[src/rtl/sysreg_pkg.sv]
package sysreg_pkg;
    localparam logic [11:0] OFF_ID      = 12'h000;
    localparam logic [11:0] OFF_SW      = 12'h004;
    localparam logic [11:0] OFF_LED     = 12'h008;
    localparam logic [11:0] OFF_FLG_SET = 12'h030;
    localparam logic [11:0] OFF_FLG_CLR = 12'h034;
    localparam logic [11:0] OFF_NV_SET  = 12'h038;
    localparam logic [11:0] OFF_NV_CLR  = 12'h03C;
    localparam logic [11:0] OFF_CARD    = 12'h048;
    localparam logic [11:0] OFF_FLASH   = 12'h04C;
    localparam logic [11:0] OFF_MISC    = 12'h060;
    localparam logic [11:0] OFF_PID0    = 12'h084;
    localparam logic [11:0] OFF_PID1    = 12'h088;

    localparam int ID_SHIFT      = 16;
    localparam int MISC_SITE_BIT = 14;

    typedef enum logic [3:0] {
        SEL_NONE,
        SEL_ID,
        SEL_SW,
        SEL_LED,
        SEL_FLG_SET,
        SEL_FLG_CLR,
        SEL_NV_SET,
        SEL_NV_CLR,
        SEL_CARD,
        SEL_FLASH,
        SEL_MISC,
        SEL_PID0,
        SEL_PID1
    } reg_sel_e;
endpackage

[src/rtl/sysreg_decode.sv]
module sysreg_decode
    import sysreg_pkg::*;
#(
    parameter int AW = 12
) (
    input  logic [AW-1:0] addr,
    output reg_sel_e      sel
);
    always_comb begin
        unique case (addr)
            AW'(OFF_ID):      sel = SEL_ID;
            AW'(OFF_SW):      sel = SEL_SW;
            AW'(OFF_LED):     sel = SEL_LED;
            AW'(OFF_FLG_SET): sel = SEL_FLG_SET;
            AW'(OFF_FLG_CLR): sel = SEL_FLG_CLR;
            AW'(OFF_NV_SET):  sel = SEL_NV_SET;
            AW'(OFF_NV_CLR):  sel = SEL_NV_CLR;
            AW'(OFF_CARD):    sel = SEL_CARD;
            AW'(OFF_FLASH):   sel = SEL_FLASH;
            AW'(OFF_MISC):    sel = SEL_MISC;
            AW'(OFF_PID0):    sel = SEL_PID0;
            AW'(OFF_PID1):    sel = SEL_PID1;
            default:          sel = SEL_NONE;
        endcase
    end
endmodule

[src/rtl/sysreg_flagword.sv]
module sysreg_flagword #(
    parameter int W = 32
) (
    input  logic         clk,
    input  logic         wipe,
    input  logic         set_en,
    input  logic         clr_en,
    input  logic [W-1:0] wdata,
    input  logic [W-1:0] hw_clr,
    output logic [W-1:0] q
);
    logic [W-1:0] set_mask;
    logic [W-1:0] clr_mask;

    always_comb begin
        set_mask = set_en ? wdata : '0;
        clr_mask = (clr_en ? wdata : '0) | hw_clr;
    end

    // set applied last: a bus set beats a same-cycle clear request
    always_ff @(posedge clk) begin
        if (wipe) q <= '0;
        else      q <= (q & ~clr_mask) | set_mask;
    end
endmodule

[src/rtl/sysreg_top.sv]
module sysreg_top
    import sysreg_pkg::*;
#(
    parameter int   DW        = 32,
    parameter int   AW        = 12,
    parameter int   LED_W     = 8,
    parameter int   BID_W     = 12,
    parameter logic FLASH_RST = 1'b0
) (
    input  logic             clk,
    input  logic             rst_n,
    input  logic             por_n,
    input  logic             bus_sel,
    input  logic             bus_we,
    input  logic [AW-1:0]    bus_addr,
    input  logic [DW-1:0]    bus_wdata,
    output logic [DW-1:0]    bus_rdata,
    input  logic [DW-1:0]    sw_in,
    input  logic             card_present,
    input  logic             card_wprot,
    input  logic             master_site2,
    input  logic [BID_W-1:0] board_id_mb,
    input  logic [BID_W-1:0] board_id_db1,
    input  logic [BID_W-1:0] board_id_db2,
    input  logic [DW-1:0]    flag_hw_clr,
    output logic [LED_W-1:0] led_out,
    output logic             flash_wp_n
);
    reg_sel_e         sel;
    logic             wr;
    logic             wipe_warm;
    logic             wipe_cold;
    logic [DW-1:0]    vol_q;
    logic [DW-1:0]    nv_q;
    logic [LED_W-1:0] led_q;
    logic             flash_q;
    logic [DW-1:0]    rd_mux;

    assign wipe_warm = !rst_n || !por_n;
    assign wipe_cold = !por_n;
    assign wr        = bus_sel && bus_we && !wipe_warm;

    sysreg_decode #(.AW(AW)) u_dec (
        .addr (bus_addr),
        .sel  (sel)
    );

    sysreg_flagword #(.W(DW)) u_vol (
        .clk    (clk),
        .wipe   (wipe_warm),
        .set_en (wr && sel == SEL_FLG_SET),
        .clr_en (wr && sel == SEL_FLG_CLR),
        .wdata  (bus_wdata),
        .hw_clr (flag_hw_clr),
        .q      (vol_q)
    );

    sysreg_flagword #(.W(DW)) u_nv (
        .clk    (clk),
        .wipe   (wipe_cold),
        .set_en (wr && sel == SEL_NV_SET),
        .clr_en (wr && sel == SEL_NV_CLR),
        .wdata  (bus_wdata),
        .hw_clr ('0),
        .q      (nv_q)
    );

    always_ff @(posedge clk) begin
        if (wipe_warm) begin
            led_q   <= '0;
            flash_q <= FLASH_RST;
        end else if (wr) begin
            if (sel == SEL_LED)   led_q   <= bus_wdata[LED_W-1:0];
            if (sel == SEL_FLASH) flash_q <= bus_wdata[0];
        end
    end

    always_comb begin
        rd_mux = '0;
        unique case (sel)
            SEL_ID:      rd_mux = DW'(board_id_mb) << ID_SHIFT;
            SEL_SW:      rd_mux = sw_in;
            SEL_LED:     rd_mux = DW'(led_q);
            SEL_FLG_SET: rd_mux = vol_q;
            SEL_NV_SET:  rd_mux = nv_q;
            SEL_CARD:    rd_mux = DW'({card_wprot, card_present});
            SEL_FLASH:   rd_mux = DW'(flash_q);
            SEL_MISC:    rd_mux = DW'(master_site2) << MISC_SITE_BIT;
            SEL_PID0:    rd_mux = DW'(board_id_db1);
            SEL_PID1:    rd_mux = DW'(board_id_db2);
            default:     rd_mux = '0;
        endcase
    end

    assign bus_rdata  = (bus_sel && !bus_we) ? rd_mux : '0;
    assign led_out    = led_q;
    assign flash_wp_n = flash_q;
endmodule

[config.mk]
export PLATFORM = sky130hd
export DESIGN_NAME = sysreg_top
export DESIGN_NICKNAME = d
export VERILOG_FILES = /design/src/rtl/sysreg_pkg.sv /design/src/rtl/sysreg_decode.sv /design/src/rtl/sysreg_flagword.sv /design/src/rtl/sysreg_top.sv
export SDC_FILE = /design/constraint.sdc
export NUM_CORES = 1
export LEC_CHECK = 0
export BUFFER_PORTS_ARGS = -buffer_cell sky130_fd_sc_hd__buf_4
export CAP_MARGIN = 0
export CELL_PAD_IN_SITES_DETAIL_PLACEMENT = 1
export CELL_PAD_IN_SITES_GLOBAL_PLACEMENT = 1
export CORE_ASPECT_RATIO = 0.9
export CORE_MARGIN = 10
export CORE_UTILIZATION = 30
export CTS_CLUSTER_DIAMETER = 150
export DETAILED_ROUTE_END_ITERATION = 10
export HOLD_SLACK_MARGIN = 0.1
export PLACE_DENSITY_LB_ADDON = 0.15
export SLEW_MARGIN = 20
export SYNTH_ARGS = -nofsm -noshare
export SYNTH_HDL_FRONTEND = slang
export SYNTH_HIERARCHICAL = 1
export SYNTH_SLANG_ARGS = --single-unit
[constraint.sdc]
create_clock -name clk -period 6.2 [get_ports clk]
set_clock_uncertainty 0.1 [all_clocks]
set_input_delay 1.24 -clock clk [delete_from_list [all_inputs] [get_ports clk]]
set_output_delay 1.24 -clock clk [all_outputs]
set_load 0.005 [all_outputs]
# Word level (Yosys, flattened, before mapping)

Index checks and enable logic that the tools add are counted.
Widths: inputs -> output; s select.

Register bits after elaboration: 73
Output and inout port bits: 41

Equal/unequal tests: 23
Multiplexer cells: 7
Bitwise gates (word level): 7
Reductions and logical operators: 15

Operators with widths:

| cell                | count |
|---|---|
| $pmux 32 s10        | 1 |
| $mux 32             | 5 |
| $or 32x32->32       | 3 |
| $and 32x32->32      | 2 |
| $not 32->32         | 2 |
| $eq 12x6->1 const B | 4 |
| $pmux 4 s12         | 1 |
| $eq 12x7->1 const B | 3 |
| $eq 12x8->1 const B | 2 |
| $eq 4x4->1 const B  | 5 |
| $eq 4x3->1 const B  | 4 |
| $eq 12x3->1 const B | 1 |
| $eq 12x4->1 const B | 1 |
| $logic_not 12->1    | 1 |
| $eq 4x2->1 const B  | 2 |
| $logic_and 1x1->1   | 7 |
| $eq 4x1->1 const B  | 1 |
| $logic_not 1->1     | 4 |
| $reduce_and 2->1    | 2 |
| $logic_or 1x1->1    | 1 |

# Longest topological paths before layout

Gate-level depths: netlist (run 1).

Depth in word-level cells: 10
Gate-level depth with buffers: 13

# By module

The synthesis (run 1) kept the hierarchy.

Modules (own cells, without submodules):

| module          | times used | cells each | area an instance (µm²) | seq. area each (µm²) |
|---|---|---|---|---|
| sysreg_flagword | 2          | 169        | 1341.3                 | 640.6 |
| sysreg_top      | 1          | 281        | 2068.2                 | 180.2 |
| sysreg_decode   | 1          | 33         | 220.2                  | 0.0 |

# Least setup slack after synthesis (run 1)

OpenSTA, ideal clock, no wires.

Path type: input-to-output
Start: in bus_addr[3]
End: out bus_rdata[3]
Arrival time: 3.193 ns
Data required time: 4.860 ns
Path slack: 1.667 ns
Stages on the path: 8
Cell sequence: clkbuf_1 -> nor4b_1 -> a21oi_1 -> nor3_1 -> nor2_1 -> a221o_1 -> buf_2 -> a31oi_1

Longest elaborated chain between the ends: 5
Elaborated cells between the ends (all ways): 25

Ends and longest elaborated chain:

| item                                      | line                | RTL |
|---|---|---|
| start: declaration                        | sysreg_top.sv:15    | `input logic [AW-1:0] bus_addr,` |
| $eq 12x8->1, or another cell as far along | sysreg_decode.sv:10 | `unique case (addr)` |
| $pmux 4 s12 *                             | sysreg_decode.sv:10 |  |
| named net sel[2]                          | sysreg_top.sv:29    | `reg_sel_e sel;` |
| $eq 4x4->1, or another cell as far along  | sysreg_top.sv:80    | `unique case (sel)` |
| $pmux 32 s10 *                            | sysreg_top.sv:80    |  |
| $mux 32 *                                 | sysreg_top.sv:95    | `assign bus_rdata = (bus_sel && !bus_we) ? rd_mux : '0;` |
| end: declaration                          | sysreg_top.sv:17    | `output logic [DW-1:0] bus_rdata,` |

Mark *: on every way through the listed nets, which the timed path passes. The rest lies on a longest branch.

# Worst setup path in the final report (run 1)

Start: in bus_addr[6]
End: out bus_rdata[27]

Same word-level chain as after synthesis.

==> impl_metrics.toml, run 1 <==
[synth]
syn_inst = 652
synth_ff_type = "dfxtp_1"
syn_avg_cell_area_um2 = 7.62
synth_edf_count = 0
synth_largest_area_cell = "dfxtp_1"
yosysMostFrequentCell = "nand2_1"
synth_seq_cells = 73
yosysSeqAreaShare_pct = 29.4
synthArstFlopShare_pct = 0
ys_warn_count = 6
synth_area_um2 = 4970
ys_top_cells_by_count = "79 x nand2_1, 76 x nor2_1, 73 x dfxtp_1"
synth_area_leaders = "dfxtp_1 29%, a32oi_1 12%, and3b_1 6.9%"
synth.top_cell.area_share_pct = 29.4
synth_cell_types = 51

[timing]
fmax_mhz = 188
setup_tns_ps = 0
period_needed_ps = 5320
setup_violations = 0
finalHoldViolCount = 0
drv_slew = 0
slew-limit-headroom_pct = 30.5
hold_ws_ps = 413
rsz0062_at_grt = "false"
worst_pin_slew_ps = 1040
finalCritPeriodShare_pct = 85.8

[worst_setup_path]
arrival_ps = 3980
path_class = "input pin to output pin"
worst-path-max-fanout = 33
cp.required_ps = 4860
start_kind = "input pin"
end_kind = "output pin"

[detailed_routing]
dr_total_vias = 5656
wirelength_um = 22000
wl_per_cell_um = 20.8
drc = 0
dr.first_iter.drc_count = 239
ant_nets = 0
dr.pass1.iters = 4
via_per_inst = 5.34

[clock_tree]
post_cts_buffers = 0
cts_resized = 0
hold_buffers = 0
numCtsBuffers = 9
clock-sinks = 73
cts_tree = "built"
clockBufferDepth = 2
insertion_delay_ps = 350
path_clk_slew_ps = 60
clockRootBuffer = "clkbuf_16"
cts-htree-levels = 3

[layout]
n_antenna_cell = 0
area_delta_synth_final_pct = 41.1
fin_nets = 999
fin_cells = 1059
drive_gt1_share_pct = 30.5

[placement]
place_inst = 1043
io_buffer_count = 192
gp_congestion = 0.803
post-dp-hpwl_um = 16000

[global_route]
grt_usage_pct = 19.1
grt_pass1_wl_um = 33900
grt_max_degree = 49
antenna_found_initial = 0
overflow = 0
grt_pass1_vias = 6244

[floorplanning]
start_util_pct = 30.7
rows = 44
core_um2 = 16200
chipHeight_um = 142
die-area_um2 = 22100
die_w_um = 156
io_pins = 193

[power]
p_leak_nw = 2.80
power_density_nw_per_um2 = 173
peakVddDrop_mv = 0.121

[min_path]
min_path_type = "register to register"

[status]
outcome = "complete, no violations"

[run]
maxCapViolCount = 0
sequential cells by signal, indices dropped and copies added, names as in the netlist:
register,flops
u_vol/q,32
flash_wp_n,1
led_out,8
u_nv/q,32
power by group:
group	switching [W]	internal, W
Clock	0.000221	0.000393
Combinational	0.0000563	0.0000726
Sequential	0.00000000234	0.000469
Total	0.000278	0.000935
metrics by stage:
step / util (%) / cell area [um2] / setup WS [ps] / total power [W]
floorplan: - / 5090 / 1670 / 0.000511
finish: 43.3 / 7010 / 879 / 0.00121
detailed placement: 41.2 / 6670 / 952 / 0.000607
CTS: 43.3 / 7010 / 935 / 0.00122
global route: 43.3 / 7010 / 747 / 0.00126
global placement: 41.2 / 6670 / 991 / 0.000602
routing by layer:
layer / routed length [um] / GRT usage [%]
met1: 9520 / 22.0
met3: 1600 / 6.38
met4: 317 / 5.27
met5: 0 / 0
met2: 10500 / 33.1
cell type report:
type                    count  area [um2]
clock buffers               9         225
clock inverters             7         119
fillers                  2023        9170
inverters                  68         255
multi-input cells         488        3120
flip-flops and latches     73        1460
well taps                 207         259
repair buffers            207        1580
logic make-up (layout without fill, tap and decap cells):
logic type / count (synthesis) / in the layout / share of synthesized area (%)
simple gates: 259 / 259 / 29.3
compound gates: 175 / 175 / 24.8
buf+inv: 122 / 291 / 11.5
flops: 73 / 73 / 29.4
mux: 21 / 21 / 4.71
other cells: 1 / 32 / 0.0754
xor+xnor: 1 / 1 / 0.176
path summary, 6_finish.rpt:
check                     startpoint                      end  slack [ps]  depth (start not counted)
max                      bus_addr[6]            bus_rdata[27]         880                          9
min          led_out[2]$_SDFFE_PP0P_  led_out[2]$_SDFFE_PP0P_         410                          2
max reg2reg  flash_wp_n$_SDFFE_PP0P_  flash_wp_n$_SDFFE_PP0P_        5230                          3
min reg2reg  led_out[2]$_SDFFE_PP0P_  led_out[2]$_SDFFE_PP0P_         410                          2
worst max-delay path, stage by stage:
cell and delay, ps:
buf_4 150, or3_1 380, a311o_1 370, a21oi_4 560, buf_12 280, and4bb_2 420
a22oi_1 320, a21oi_1 120, buf_4 140
layout by cell type, fill, tap and decap left out, drive strengths merged, types with 8 or more instances in the layout:
| cell type | instances |
|---|---|
| a32oi | 67 |
| nand2 | 79 |
| nor2 | 76 |
| o21ai | 36 |
| a22oi | 22 |
| dfxtp | 73 |
| mux2 | 19 |
| inv | 68 |
| and4b | 8 |
| conb | 32 |
| clkbuf | 9 |
| and3b | 40 |
| a21oi | 33 |
| nand3 | 11 |
| buf | 207 |
Note: power is estimated with default switching activity, not from simulation.
==> run 2, diff against run 1 <==
==> constraint.sdc (replaced) <==
create_clock -name clk -period 6.2 [get_ports clk]
set_clock_uncertainty 0.1 [all_clocks]
set_input_delay 1.24 -clock clk [delete_from_list [all_inputs] [get_ports clk]]
set_output_delay 1.24 -clock clk [all_outputs]
set_load 0.1 [all_outputs]
==> run 2 against run 1 <==
Sequential share of layout area hardly changed; routed wire length is 1.4% lower; clock power is 6.8% lower; register-to-register slack better by 30 ps; combinational power hardly changed; non-clock buffer count stayed put; power is 3.5% lower; utilization is 0.062 points lower; via count is 0.92% lower.
==> impl_metrics.toml, run 2 (same netlist as run 1, synthesis figures left out) <==
[status]
outcome = "complete, no violations"

[placement]
io_buffer_count = 192
dpl_cell_area_um2 = 6680
post-dp-hpwl_um = 15900
post-place-ws_ps = 828
gp_congestion = 0.845

[timing]
drv_slew = 0
setup_slack_ps = 769
setup_violations = 0
finalHoldViolCount = 0
setup_tns_ps = 0
rsz0062_at_grt = "false"
fmax_mhz = 184
hold_ws_ps = 417
period_needed_ps = 5430
slew-limit-headroom_pct = 32.0
worst_pin_slew_ps = 1020
finalCritPeriodShare_pct = 87.6

[run]
maxCapViolCount = 0

[detailed_routing]
wirelength_um = 21700
dr.first_iter.drc_count = 242
dr.pass1.iters = 4
ant_nets = 0
drc = 0
dr_total_vias = 5604
via_per_inst = 5.29
wl_per_cell_um = 20.5

[clock_tree]
numCtsBuffers = 9
hold_buffers = 0
clock-sinks = 73
post_cts_buffers = 0
cts_tree = "built"
clockBufferDepth = 2
path_clk_slew_ps = 60
insertion_delay_ps = 340
cts-htree-levels = 3
cts_resized = 0
clockRootBuffer = "clkbuf_16"

[floorplanning]
io_pins = 193
rows = 44
start_util_pct = 30.7
die-area_um2 = 22100
core_um2 = 16200
die_w_um = 156
chipHeight_um = 142

[min_path]
min_path_type = "register to register"
min_path_cells = 2
worst_hold_startpoint = "u_vol/q[28]$_SDFF_PP0_"

[layout]
fin_nets = 999
finish.instance_area_um2 = 7000
fillerInstances = 2021
drive_gt1_share_pct = 30.4
n_antenna_cell = 0
area_delta_synth_final_pct = 40.9
final_cell_mix = "204 x buf_4, 78 x nand2_1, 75 x nor2_1"
finish.utilization_pct = 43.3
final_common_cell = "buf_4"

[power]
switchingPower_w = 0.000266
pwr-share-seq_pct = 40.1
internal_power_w = 0.000905
power_density_nw_per_um2 = 167
p_comb_share_pct = 11.0
swShare_pct = 22.7
p_leak_nw = 2.80
pwr-share-clk_pct = 48.9
peakVddDrop_mv = 0.116

[worst_setup_path]
path_class = "input pin to output pin"
regToRegStartpoint = "flash_wp_n$_SDFFE_PP0P_"
critPathLaunch = "bus_addr[5]"
worst-path-max-fanout = 48
arrival_ps = 4090
cp.required_ps = 4860
worst-r2r-cell-count = 3
r2r_setup_slack_ps = 5260
rr_endpoint = "flash_wp_n$_SDFFE_PP0P_"
crit_path_end = "bus_rdata[5]"
end_kind = "output pin"
start_kind = "input pin"

[global_route]
grt_pass1_vias = 6030
grt_usage_pct = 18.8
grt_pass1_wl_um = 33300
overflow = 0
grt_max_degree = 49
antenna_found_initial = 0
run 2: power groups by stage:
stage           logic, W  clock network [W]  registers, W
2_1_floorplan  0.0000313                  0      0.000479
3_3_place_gp    0.000124                  0      0.000479
3_5_place_dp    0.000128                  0      0.000479
4_1_cts         0.000128           0.000584      0.000469
5_1_grt         0.000141           0.000601      0.000469
6_report        0.000129           0.000572      0.000469
run 2: how the worst min path moves through the flow:
stage	to	slack [ps]
after global routing	led_out[1]$_SDFFE_PP0P_	440
final	u_vol/q[28]$_SDFF_PP0_	420
after global placement	u_nv/q[5]$_SDFF_PP0_	390
after floorplan	u_vol/q[30]$_SDFF_PP0_	370
after CTS	led_out[2]$_SDFFE_PP0P_	420
after detailed placement	led_out[2]$_SDFFE_PP0P_	400
run 2: per-layer routing:
layer  vias up  GRT usage [%]  wire length, um
met1      2717           22.7             9550
li1       2701              -                -
met2       169           32.1            10400
met3        17           5.65             1530
met4         0           4.08              161
met5         -              0                0
run 2: cell type report:
type,instances,area [um2],area share [%]
repair buffers,207,1590,22.7
multi-input cells,488,3120,44.5
inverters,68,255,3.64
flip-flops and latches,73,1460,20.9
clock inverters,5,78.8,1.13
well taps,207,259,3.70
clock buffers,11,243,3.47
run 2: per-stage QoR:
stage | std cells | total power [W]
6_report | 1059 | 0.00117
5_1_grt | 1059 | 0.00121
4_1_cts | 1059 | 0.00118
3_5_place_dp | 1043 | 0.000607
3_3_place_gp | 1043 | 0.000603
2_1_floorplan | 683 | 0.000511
run 2: critical path, stage by stage:
cell and delay [ps]:
buf_4 140, nor4b_1 510, a21oi_1 160, nor3_2 260, buf_4 480, nor3b_1 410
buf_4 230, a32oi_1 90, a21oi_1 190, buf_4 320
